**src/rtl/xlt_regs_pkg.sv**
```systemverilog
// Package: register word indices, control codes, mode encoding and the
// fault-class to capture-register routing shared by the block.
package xlt_regs_pkg;

    localparam int DW         = 32;
    localparam int PAGE_SHIFT = 12;

    // Word indices (byte offset / 4)
    localparam int W_CTRL   = 0;
    localparam int W_CFG    = 1;
    localparam int W_STAT   = 2;
    localparam int W_FLALL  = 3;
    localparam int W_FLENT  = 4;
    localparam int W_PTB    = 5;
    localparam int W_INTST  = 6;
    localparam int W_INTCLR = 7;
    localparam int W_FA0    = 9;   // first of four capture words
    localparam int W_VER    = 13;

    localparam logic [DW-1:0] CODE_OFF   = 32'h0;
    localparam logic [DW-1:0] CODE_RUN   = 32'h5;
    localparam logic [DW-1:0] CODE_BLOCK = 32'h7;

    // Capture slots, in word order starting at W_FA0
    localparam int FA_PAGE = 0;
    localparam int FA_WR   = 1;
    localparam int FA_RD   = 2;
    localparam int FA_DFLT = 3;
    localparam int FA_NUM  = 4;

    typedef enum logic [1:0] {
        MODE_OFF   = 2'd0,
        MODE_RUN   = 2'd1,
        MODE_DRAIN = 2'd2,
        MODE_HELD  = 2'd3
    } mode_e;

    // Route a fault class to its capture slot.
    function automatic logic [1:0] fault_dest(input logic [2:0] t);
        case (t)
            3'd0:                 fault_dest = 2'(FA_PAGE);
            3'd3:                 fault_dest = 2'(FA_DFLT);
            3'd1, 3'd4, 3'd5:     fault_dest = 2'(FA_RD);
            default:              fault_dest = 2'(FA_WR);
        endcase
    endfunction

endpackage

```
**src/rtl/xlt_ctrl_fsm.sv**
```systemverilog
// Mode controller: decodes control-word writes, stalls on request or fault,
// and reports "stalled" only once the datapath has drained.
// Assumes fault_hit is only asserted while the unit is not off.
module xlt_ctrl_fsm
    import xlt_regs_pkg::*;
(
    input  logic          clk,
    input  logic          rst_n,
    input  logic          ctrl_wr,
    input  logic [DW-1:0] ctrl_code,
    input  logic          fault_hit,
    input  logic          xlat_busy,
    output mode_e         mode,
    output logic          active,
    output logic          stall,
    output logic          blocked
);

    mode_e mode_q, mode_d;

    // Next-mode selection; a fault outranks any control write.
    always_comb begin
        mode_d = mode_q;
        if (fault_hit) begin
            mode_d = (mode_q == MODE_HELD) ? MODE_HELD : MODE_DRAIN;
        end else if (ctrl_wr && ctrl_code == CODE_RUN) begin
            mode_d = MODE_RUN;
        end else if (ctrl_wr && ctrl_code == CODE_OFF) begin
            mode_d = MODE_OFF;
        end else if (ctrl_wr && ctrl_code == CODE_BLOCK) begin
            mode_d = (mode_q == MODE_HELD) ? MODE_HELD : MODE_DRAIN;
        end else if (mode_q == MODE_DRAIN && !xlat_busy) begin
            mode_d = MODE_HELD;
        end
    end

    // Mode register.
    always_ff @(posedge clk) begin
        if (!rst_n) mode_q <= MODE_OFF;
        else        mode_q <= mode_d;
    end

    assign mode    = mode_q;
    assign active  = (mode_q != MODE_OFF);
    assign stall   = (mode_q == MODE_DRAIN) || (mode_q == MODE_HELD);
    assign blocked = (mode_q == MODE_HELD);

    p_held_needs_idle_r4: assert property (@(posedge clk) disable iff (!rst_n)
        (mode_q == MODE_HELD && $past(mode_q) != MODE_HELD) |-> !$past(xlat_busy));

    p_fault_stalls_r6: assert property (@(posedge clk) disable iff (!rst_n)
        fault_hit |=> stall);

    p_run_by_code_r3: assert property (@(posedge clk) disable iff (!rst_n)
        (mode_q == MODE_RUN && $past(mode_q) != MODE_RUN)
            |-> $past(ctrl_wr && ctrl_code == CODE_RUN));

endmodule

```
**src/rtl/xlt_fault_log.sv**
```systemverilog
// Fault recorder: one sticky status bit per fault class, write-one-to-clear,
// and four address capture registers selected by fault class.
// Assumes hit is already qualified with "unit active". Set beats clear.
module xlt_fault_log
    import xlt_regs_pkg::*;
#(
    parameter int FLT_TYPES = 8,
    localparam int TW = $clog2(FLT_TYPES)
)(
    input  logic                        clk,
    input  logic                        rst_n,
    input  logic                        hit,
    input  logic [TW-1:0]               ftype,
    input  logic [DW-1:0]               faddr,
    input  logic                        clr_wr,
    input  logic [FLT_TYPES-1:0]        clr_mask,
    output logic [FLT_TYPES-1:0]        int_stat,
    output logic [FA_NUM-1:0][DW-1:0]   fa_regs,
    output logic                        irq
);

    logic [FLT_TYPES-1:0] stat_q;
    logic [FLT_TYPES-1:0] set_mask;
    logic [FLT_TYPES-1:0] clr_eff;
    logic [1:0]           dest;

    assign set_mask = hit ? (FLT_TYPES'(1) << ftype) : '0;
    assign clr_eff  = clr_wr ? clr_mask : '0;
    assign dest     = fault_dest(3'(ftype));

    // Status update: clear first, then OR in the new fault.
    always_ff @(posedge clk) begin
        if (!rst_n) stat_q <= '0;
        else        stat_q <= (stat_q & ~clr_eff) | set_mask;
    end

    for (genvar g = 0; g < FA_NUM; g++) begin : g_cap
        logic [DW-1:0] cap_q;
        // Capture slot g: loads the faulting address for its class.
        always_ff @(posedge clk) begin
            if (!rst_n)                         cap_q <= '0;
            else if (hit && dest == 2'(g))      cap_q <= faddr;
        end
        assign fa_regs[g] = cap_q;
    end

    assign int_stat = stat_q;
    assign irq      = |stat_q;

    for (genvar b = 0; b < FLT_TYPES; b++) begin : g_chk
        p_clear_bit_r8: assert property (@(posedge clk) disable iff (!rst_n)
            (clr_wr && clr_mask[b] && !(hit && ftype == TW'(b))) |=> !int_stat[b]);
    end

    p_set_wins_r9: assert property (@(posedge clk) disable iff (!rst_n)
        hit |=> int_stat[$past(ftype)]);

    p_page_capture_r7: assert property (@(posedge clk) disable iff (!rst_n)
        (hit && ftype == '0) |=> fa_regs[FA_PAGE] == $past(faddr));

endmodule

```
**src/rtl/xlt_flush_pulse.sv**
```systemverilog
// Invalidate request generator: turns a write with bit 0 set into a
// registered single-cycle pulse, and latches the page number for entries.
module xlt_flush_pulse
    import xlt_regs_pkg::*;
#(
    localparam int PW = DW - PAGE_SHIFT
)(
    input  logic          clk,
    input  logic          rst_n,
    input  logic          all_wr,
    input  logic          ent_wr,
    input  logic          go_bit,
    input  logic [PW-1:0] page_in,
    output logic          flush_all,
    output logic          flush_entry,
    output logic [PW-1:0] flush_page
);

    // Pulse registers; each lasts one cycle per qualifying write.
    always_ff @(posedge clk) begin
        if (!rst_n) begin
            flush_all   <= 1'b0;
            flush_entry <= 1'b0;
            flush_page  <= '0;
        end else begin
            flush_all   <= all_wr && go_bit;
            flush_entry <= ent_wr && go_bit;
            if (ent_wr && go_bit) flush_page <= page_in;
        end
    end

    p_all_from_write_r5: assert property (@(posedge clk) disable iff (!rst_n)
        flush_all |-> $past(all_wr && go_bit));

    p_entry_from_write_r5: assert property (@(posedge clk) disable iff (!rst_n)
        flush_entry |-> $past(ent_wr && go_bit));

endmodule

```
**src/rtl/xlt_ctl_regs.sv**
```systemverilog
// Top: word-addressed register file for an address-translation unit.
// Decodes writes, holds configuration and table base, and combines the mode
// controller, fault recorder and flush generator. Reads are combinational.
module xlt_ctl_regs
    import xlt_regs_pkg::*;
#(
    parameter int            ADDR_W    = 6,
    parameter int            FLT_TYPES = 8,
    parameter logic [31:0]   VERSION   = 32'h3000_0001,
    localparam int           TW        = $clog2(FLT_TYPES),
    localparam int           PW        = DW - PAGE_SHIFT
)(
    input  logic              clk,
    input  logic              rst_n,
    input  logic [ADDR_W-1:0] bus_addr,
    input  logic              bus_wr,
    input  logic [DW-1:0]     bus_wdata,
    output logic [DW-1:0]     bus_rdata,
    input  logic              xlat_busy,
    input  logic              flt_valid,
    input  logic [TW-1:0]     flt_type,
    input  logic [DW-1:0]     flt_addr,
    output logic              xlat_enable,
    output logic              xlat_stall,
    output logic [DW-1:0]     cfg_out,
    output logic [DW-1:0]     pt_base,
    output logic              flush_all,
    output logic              flush_entry,
    output logic [PW-1:0]     flush_page,
    output logic              irq
);

    localparam logic [ADDR_W-1:0] A_CTRL   = ADDR_W'(W_CTRL);
    localparam logic [ADDR_W-1:0] A_CFG    = ADDR_W'(W_CFG);
    localparam logic [ADDR_W-1:0] A_STAT   = ADDR_W'(W_STAT);
    localparam logic [ADDR_W-1:0] A_FLALL  = ADDR_W'(W_FLALL);
    localparam logic [ADDR_W-1:0] A_FLENT  = ADDR_W'(W_FLENT);
    localparam logic [ADDR_W-1:0] A_PTB    = ADDR_W'(W_PTB);
    localparam logic [ADDR_W-1:0] A_INTST  = ADDR_W'(W_INTST);
    localparam logic [ADDR_W-1:0] A_INTCLR = ADDR_W'(W_INTCLR);
    localparam logic [ADDR_W-1:0] A_VER    = ADDR_W'(W_VER);

    mode_e                      mode;
    logic                       active, stall, blocked, fault_hit;
    logic [FLT_TYPES-1:0]       int_stat;
    logic [FA_NUM-1:0][DW-1:0]  fa_regs;
    logic [DW-1:0]              cfg_q, ptb_q, ctrl_rd;

    assign fault_hit = flt_valid && active;

    // Plain read/write words: configuration and page-table base.
    always_ff @(posedge clk) begin
        if (!rst_n) begin
            cfg_q <= '0;
            ptb_q <= '0;
        end else if (bus_wr) begin
            if (bus_addr == A_CFG) cfg_q <= bus_wdata;
            if (bus_addr == A_PTB) ptb_q <= bus_wdata;
        end
    end

    xlt_ctrl_fsm u_fsm (
        .clk       (clk),
        .rst_n     (rst_n),
        .ctrl_wr   (bus_wr && bus_addr == A_CTRL),
        .ctrl_code (bus_wdata),
        .fault_hit (fault_hit),
        .xlat_busy (xlat_busy),
        .mode      (mode),
        .active    (active),
        .stall     (stall),
        .blocked   (blocked)
    );

    xlt_fault_log #(.FLT_TYPES(FLT_TYPES)) u_flog (
        .clk      (clk),
        .rst_n    (rst_n),
        .hit      (fault_hit),
        .ftype    (flt_type),
        .faddr    (flt_addr),
        .clr_wr   (bus_wr && bus_addr == A_INTCLR),
        .clr_mask (bus_wdata[FLT_TYPES-1:0]),
        .int_stat (int_stat),
        .fa_regs  (fa_regs),
        .irq      (irq)
    );

    xlt_flush_pulse u_flush (
        .clk         (clk),
        .rst_n       (rst_n),
        .all_wr      (bus_wr && bus_addr == A_FLALL),
        .ent_wr      (bus_wr && bus_addr == A_FLENT),
        .go_bit      (bus_wdata[0]),
        .page_in     (bus_wdata[DW-1:PAGE_SHIFT]),
        .flush_all   (flush_all),
        .flush_entry (flush_entry),
        .flush_page  (flush_page)
    );

    // Control word readback from the current mode.
    always_comb begin
        case (mode)
            MODE_OFF: ctrl_rd = CODE_OFF;
            MODE_RUN: ctrl_rd = CODE_RUN;
            default:  ctrl_rd = CODE_BLOCK;
        endcase
    end

    // Read multiplexer; unassigned and write-only words read zero.
    always_comb begin
        bus_rdata = '0;
        case (bus_addr)
            A_CTRL:  bus_rdata = ctrl_rd;
            A_CFG:   bus_rdata = cfg_q;
            A_STAT:  bus_rdata = DW'(blocked);
            A_PTB:   bus_rdata = ptb_q;
            A_INTST: bus_rdata = DW'(int_stat);
            A_VER:   bus_rdata = VERSION;
            default: begin
                for (int k = 0; k < FA_NUM; k++) begin
                    if (bus_addr == ADDR_W'(W_FA0 + k)) bus_rdata = fa_regs[k];
                end
            end
        endcase
    end

    assign xlat_enable = active;
    assign xlat_stall  = stall;
    assign cfg_out     = cfg_q;
    assign pt_base     = ptb_q;

    p_irq_follows_fault_r8: assert property (@(posedge clk) disable iff (!rst_n)
        fault_hit |=> irq);

    p_off_ignores_fault_r6: assert property (@(posedge clk) disable iff (!rst_n)
        (!active && flt_valid && !bus_wr) |=> $stable(int_stat));

endmodule

```
**config.mk**
```make
export PLATFORM = sky130hd
export DESIGN_NAME = xlt_ctl_regs
export DESIGN_NICKNAME = d
export VERILOG_FILES = /design/src/rtl/xlt_regs_pkg.sv /design/src/rtl/xlt_ctrl_fsm.sv /design/src/rtl/xlt_fault_log.sv /design/src/rtl/xlt_flush_pulse.sv /design/src/rtl/xlt_ctl_regs.sv
export SDC_FILE = /design/constraint.sdc
export NUM_CORES = 1
export LEC_CHECK = 0
export ABC_AREA = 1
export CORE_ASPECT_RATIO = 0.6
export CORE_MARGIN = 2
export CORE_UTILIZATION = 51
export DETAILED_ROUTE_END_ITERATION = 7
export GPL_TIMING_DRIVEN = 0
export PLACE_DENSITY = 0.87
export SLEW_MARGIN = 10
export SYNTH_ARGS = -nofsm -noshare
export SYNTH_HDL_FRONTEND = slang
export SYNTH_SLANG_ARGS = --single-unit
```
**constraint.sdc**
```tcl
create_clock -name clk -period 1.9 [get_ports clk]
set_input_delay 0.38 -clock clk [delete_from_list [all_inputs] [get_ports clk]]
set_output_delay 0.38 -clock clk [all_outputs]
set_load 0.05 [all_outputs]
```
After elaboration in Yosys (flattened, before gate mapping)
Cells that the tools add are included.
- equal/unequal tests: 24
- shift-type cells: 1
- multiplexer cells: 15
- bitwise logic cells: 3
- reduce and logical (&&, ||, !) cells: 28
- operators by type and width (cell ; count):
    $pmux 32 s6 ; 1
    $mux 32 ; 4
    $eq 32x3->1 const B ; 2
    $logic_not 32->1 ; 1
    $eq 6x4->1 const B ; 5
    $eq 6x3->1 const B ; 4
    $mux 8 ; 2
    $logic_and 1x1->1 ; 15
    $eq 6x2->1 const B ; 2
    $mux 2 ; 5
    $and 8x8->8 ; 1
    $eq 2x2->1 const B ; 4
    $not 8->8 ; 1
    $or 8x8->8 ; 1
    $reduce_or 8->1 ; 1
    $shl 1x3->8 const A ; 1
    $eq 3x3->1 const B ; 2
    $eq 6x1->1 const B ; 1
    $logic_not 6->1 ; 1
    $pmux 2 s3 ; 1
    $pmux 3 s2 ; 1
    $reduce_bool 5->1 ; 1
    $eq 2x1->1 const B ; 2
    $logic_not 2->1 ; 2
    other kinds (9) ; 10
- flip-flop bits (word level): 224
- bits of input ports: 78
- output and inout bits: 121

Depth between registers and ports, before layout
- word-level depth: 7
- mapped depth: 11
- gate-level depth less buffers: 11

Cells and area by module
Synthesis repeated with hierarchy kept, for this count alone.
- cells, all modules: 1727
- area total of the unflattened synthesis: 10837.9 µm²
- by module, submodules not included (module ; times used ; cells an instance ; area each (µm²)):
    xlt_fault_log ; 1 ; 797 ; 5567.8
    xlt_ctl_regs ; 1 ; 726 ; 4048.9
    xlt_flush_pulse ; 1 ; 133 ; 879.6
    xlt_ctrl_fsm ; 1 ; 71 ; 341.6

Worst setup path before layout
Ideal clock, no wire load.
- kind: input -> output
- start: input port bus_addr[5]
- end: output port bus_rdata[10]
- data arrival time: 1.595 ns
- required time: 1.520 ns
- setup slack: -0.075 ns
- stages on the path: 6
- buffers on the path: 1
- path through: nor2_4 nand3_2 nor2_4 clkbuf_1 a21oi_1 nand3_1
- word-level cells in the longest chain between the ends: 6
- elaborated cells between the ends (all ways): 15
- RTL lines (item ; line ; RTL):
    start, declared ; xlt_ctl_regs.sv:15 ; input logic [ADDR_W-1:0] bus_addr,
    $eq 6x4->1 ; xlt_ctl_regs.sv:121 ; if (bus_addr == ADDR_W'(W_FA0 + k)) bus_rdata = fa_regs[k];
    $mux 32 (4 in a row) ; xlt_ctl_regs.sv:121 ;
    $pmux 32 s6 (*) ; xlt_ctl_regs.sv:112 ; case (bus_addr)
    end, declared ; xlt_ctl_regs.sv:18 ; output logic [DW-1:0] bus_rdata,
Mark *: on every way between the ends. The rest lies on a longest branch, timed or not.

Final worst setup path
- start: input port bus_addr[2]
- end: output port bus_rdata[1]
The elaborated chain is that of the path after synthesis.

==> impl_metrics.tcl <==
set metrics [dict create \
    outcome "finished, violations left" \
    violations "negative setup slack" \
    initial_core_util 0.5242 \
    clock_power_share 0.406 \
    yosysWarnings 0 \
    core_um2 18160 \
    grt_pass1_vias 10060 \
    cts_max_path_buffers 3 \
    holdWs_ns 0.2433 \
    yosys.area.top_type "dfxtp_1" \
    io_pins 199 \
    fmax_mhz 445.6 \
    dr_total_vias 11210 \
    critPathSlowestCell "buf_6" \
    cellLeakagePower_nw 6.175 \
    grt_pass1_wl_mm 55.32 \
    setup_violations 33 \
    rsz0062_at_grt "yes" \
    post_dp_cell_area_um2 11910 \
    synth_area_um2 9522 \
    dpl.hpwl_mm 26.27 \
    hp-class "input port to flip-flop" \
    period_share 1.181 \
    power.switching_w 0.002998 \
    numCtsBuffers 21 \
    clk_latency_ns 0.51 \
    viasPerCell 6.106 \
    antenna_found_initial 1 \
    fin_setup_tns_ns -8.012 \
    required_ns 1.52 \
    syn_to_final_growth_pct 43.29 \
    yosysTopAreaCellShare 0.4710 \
    max_cap_violations 0 \
    synth-seq-area-share 0.4710 \
    grt_overflow_total 0 \
    ys_types 33 \
    die_w_um 180.4 \
    critPathKind "input port to primary output" \
    io_buffers 196 \
    wl_per_cell_um 20.64 \
    drt_iter0_markers 1787 \
    synth_nets 1409 \
    path_buf_inv 5 \
    design_area_um2 13640 \
    syn_avg_cell_area_um2 7.154 \
    p_int_w 0.008073 \
    clock_sink_count 224 \
    rrSetupSlack_ns 0.07 \
    start_kind "input port" \
    finClkSkew_ns 0.009715 \
    finalWeightedCongestion 0.9800 \
    max_slew.worst_pin.slew_ns 0.8150 \
    cts_tree "built" \
    clkTransAtPathRegs_ns 0.07 \
    period_needed_ns 2.244 \
    swShare 0.2708 \
    p_comb_frac 0.135 \
    hold_violations 0 \
    synth_area_leaders "dfxtp_1 47%, nor2_1 14%, o21ai_0 12%" \
    crit_path_max_fanout 7 \
    layout-drive-gt1-share 0.1949 \
    ant_nets 0 \
    rows 38 \
    die_area_um2 19820 \
    ir_drop_uv 604.3 \
    crit_family "buffers and inverters" \
    netlist_instances 1331 \
    arrival_ns 1.86 \
    cellPowerDensity_nw_per_um2 811.5 \
    setup.worst_path.end_class "primary output" \
    ys_seq_elements 224 \
    wirelength_mm 37.90 \
    path_cells "clkbuf_4 > inv_2 > nand2_1 > nor2_4 > buf_12 > buf_8 > nand3_1 > nand2_1 > a21oi_2 > nand4_1 > buf_6" \
    hold_buffers 0 \
    slowest_delay_ns 0.23 \
    grt_max_degree 16 \
    root_buffer "clkbuf_16" \
    layout.nets 1660 \
    die_h_um 109.8 \
    path_common_cell "nand2_1" \
    drc 0 \
    seq_power_share 0.460 \
    diodes 0 \
    cts-htree-levels 1 \
    grt_util_all_layers 0.3571 \
    firstDrtPassIters 6 \
    slew_viol_final 0 \
    final.setup.worst_slack_ns -0.3442 \
    timing.slew.headroom 0.4567 \
]
==> per-stage QoR <==
stage	setup WS (ns)	util	power, W	cells
floorplan	-0.009299	-	0.005917	1331
global placement	-1.494	0.6557	0.006416	1767
detailed placement	-1.503	0.6557	0.006461	1767
CTS	-0.2650	0.7317	0.01092	1825
global route	-0.3078	0.7512	0.01138	1836
finish	-0.3442	0.7512	0.01107	1836
==> worst paths after layout <==
kind / depth (start not counted) / startpoint / to
max: 11 / bus_addr[2] / bus_rdata[1]
min reg2reg: 2 / u_flush.flush_page[1] / u_flush.flush_page[1]
min: 3 / flt_type[2] / u_flog.int_stat[4]
max reg2reg: 8 / u_fsm.mode[0] / u_flog.g_cap[0].cap_q[11]
==> worst min-delay path, stage by stage <==
cell     delay (ns)
buf_2          0.17
nand4_1        0.10
a21oi_1        0.06
==> repair_timing <==
item                                    in CTS  in global routing
pin swaps                                   27                 37
endpoints found under the setup margin     121                 50
cloned                                       6                  1
gates resized for setup                    492                 80
buffers inserted                            15                 10
==> cell usage in the layout, fill, tap and decap left out, types with 3 or more instances in the layout <==
master / instances
dfxtp_1: 222
o21ai_0: 217
inv_2: 13
nor2_4: 10
buf_8: 25
a22oi_1: 13
o21ai_1: 3
o21ai_4: 3
buf_2: 25
inv_4: 7
nor2_1: 362
o21ai_2: 13
clkinv_2: 4
clkbuf_4: 3
clkbuf_8: 7
nand3_1: 47
bufinv_16: 3
nor3_1: 5
nand3_2: 32
a22oi_2: 15
buf_12: 5
clkdlybuf4s15_1: 3
nand4_1: 15
clkdlybuf4s50_1: 69
nand2_4: 9
nand2_1: 106
buf_4: 26
buf_6: 34
dlygate4sd2_1: 81
clkbuf_16: 23
a21oi_1: 63
clkbuf_1: 38
nand2_2: 19
clkbuf_2: 3
a21oi_2: 11
inv_1: 34
==> synthesized netlist by cell type (all sizes together) <==
cell    number
nand3       81
clkbuf      43
o2111a       1
dfxtp      224
a21oi       75
a21boi       1
o31ai        1
o32ai        1
a22oi       28
o21ai      236
a211oi       2
nand4       16
nor3         7
nand2      135
nor2       374
nor4         3
buf         46
o211ai       2
inv         54
a22o         1
==> power by group through the flow <==
stage	registers, W	clock network, W	logic (W)
after floorplan	0.00516	0	0.000760
after global placement	0.00514	0	0.00128
after detailed placement	0.00515	0	0.00131
after CTS	0.00507	0.00447	0.00138
after global routing	0.00511	0.00469	0.00158
final	0.00509	0.00449	0.00149
==> sequential cells by signal, summed over array words and instances (netlist names) <==
signal,flops
pt_base,32
u_flush.flush_page,20
u_flush.flush_entry,1
u_flog.g_cap.cap_q,128
u_fsm.mode,2
cfg_out,32
u_flog.int_stat,8
u_flush.flush_all,1
==> per-layer routing <==
metal / part of all wire / track usage / vias up / wire length [µm]
met1: 0.39 / 0.5060 / 5168 / 14710
met5: 0.00024 / 0 / - / 9
li1: - / - / 4929 / -
met3: 0.15 / 0.07917 / 147 / 5848
met4: 0.037 / 0.1146 / 2 / 1405
met2: 0.42 / 0.5431 / 964 / 15920
==> kinds of logic (layout without fill, tap and decap cells) <==
logic type	after synthesis	after routing	synth area share
AOI/OAI and AO/OA	348	348	0.1943
buffers and inverters	143	408	0.06491
DFF	224	224	0.4710
and+or+nand+nor	616	616	0.2698
==> final cells by class <==
type / instances / area [µm²]
clock inverter: 9 / 135.1
sequential: 224 / 4489
fill: 1298 / 4519
clock buffer: 28 / 591.8
multi-input combinational: 964 / 4986
buffer: 89 / 614.3
tap: 240 / 300.3
inverter: 54 / 220.2
timing repair buffer: 228 / 2306
(Power assumes the default switching activity.)
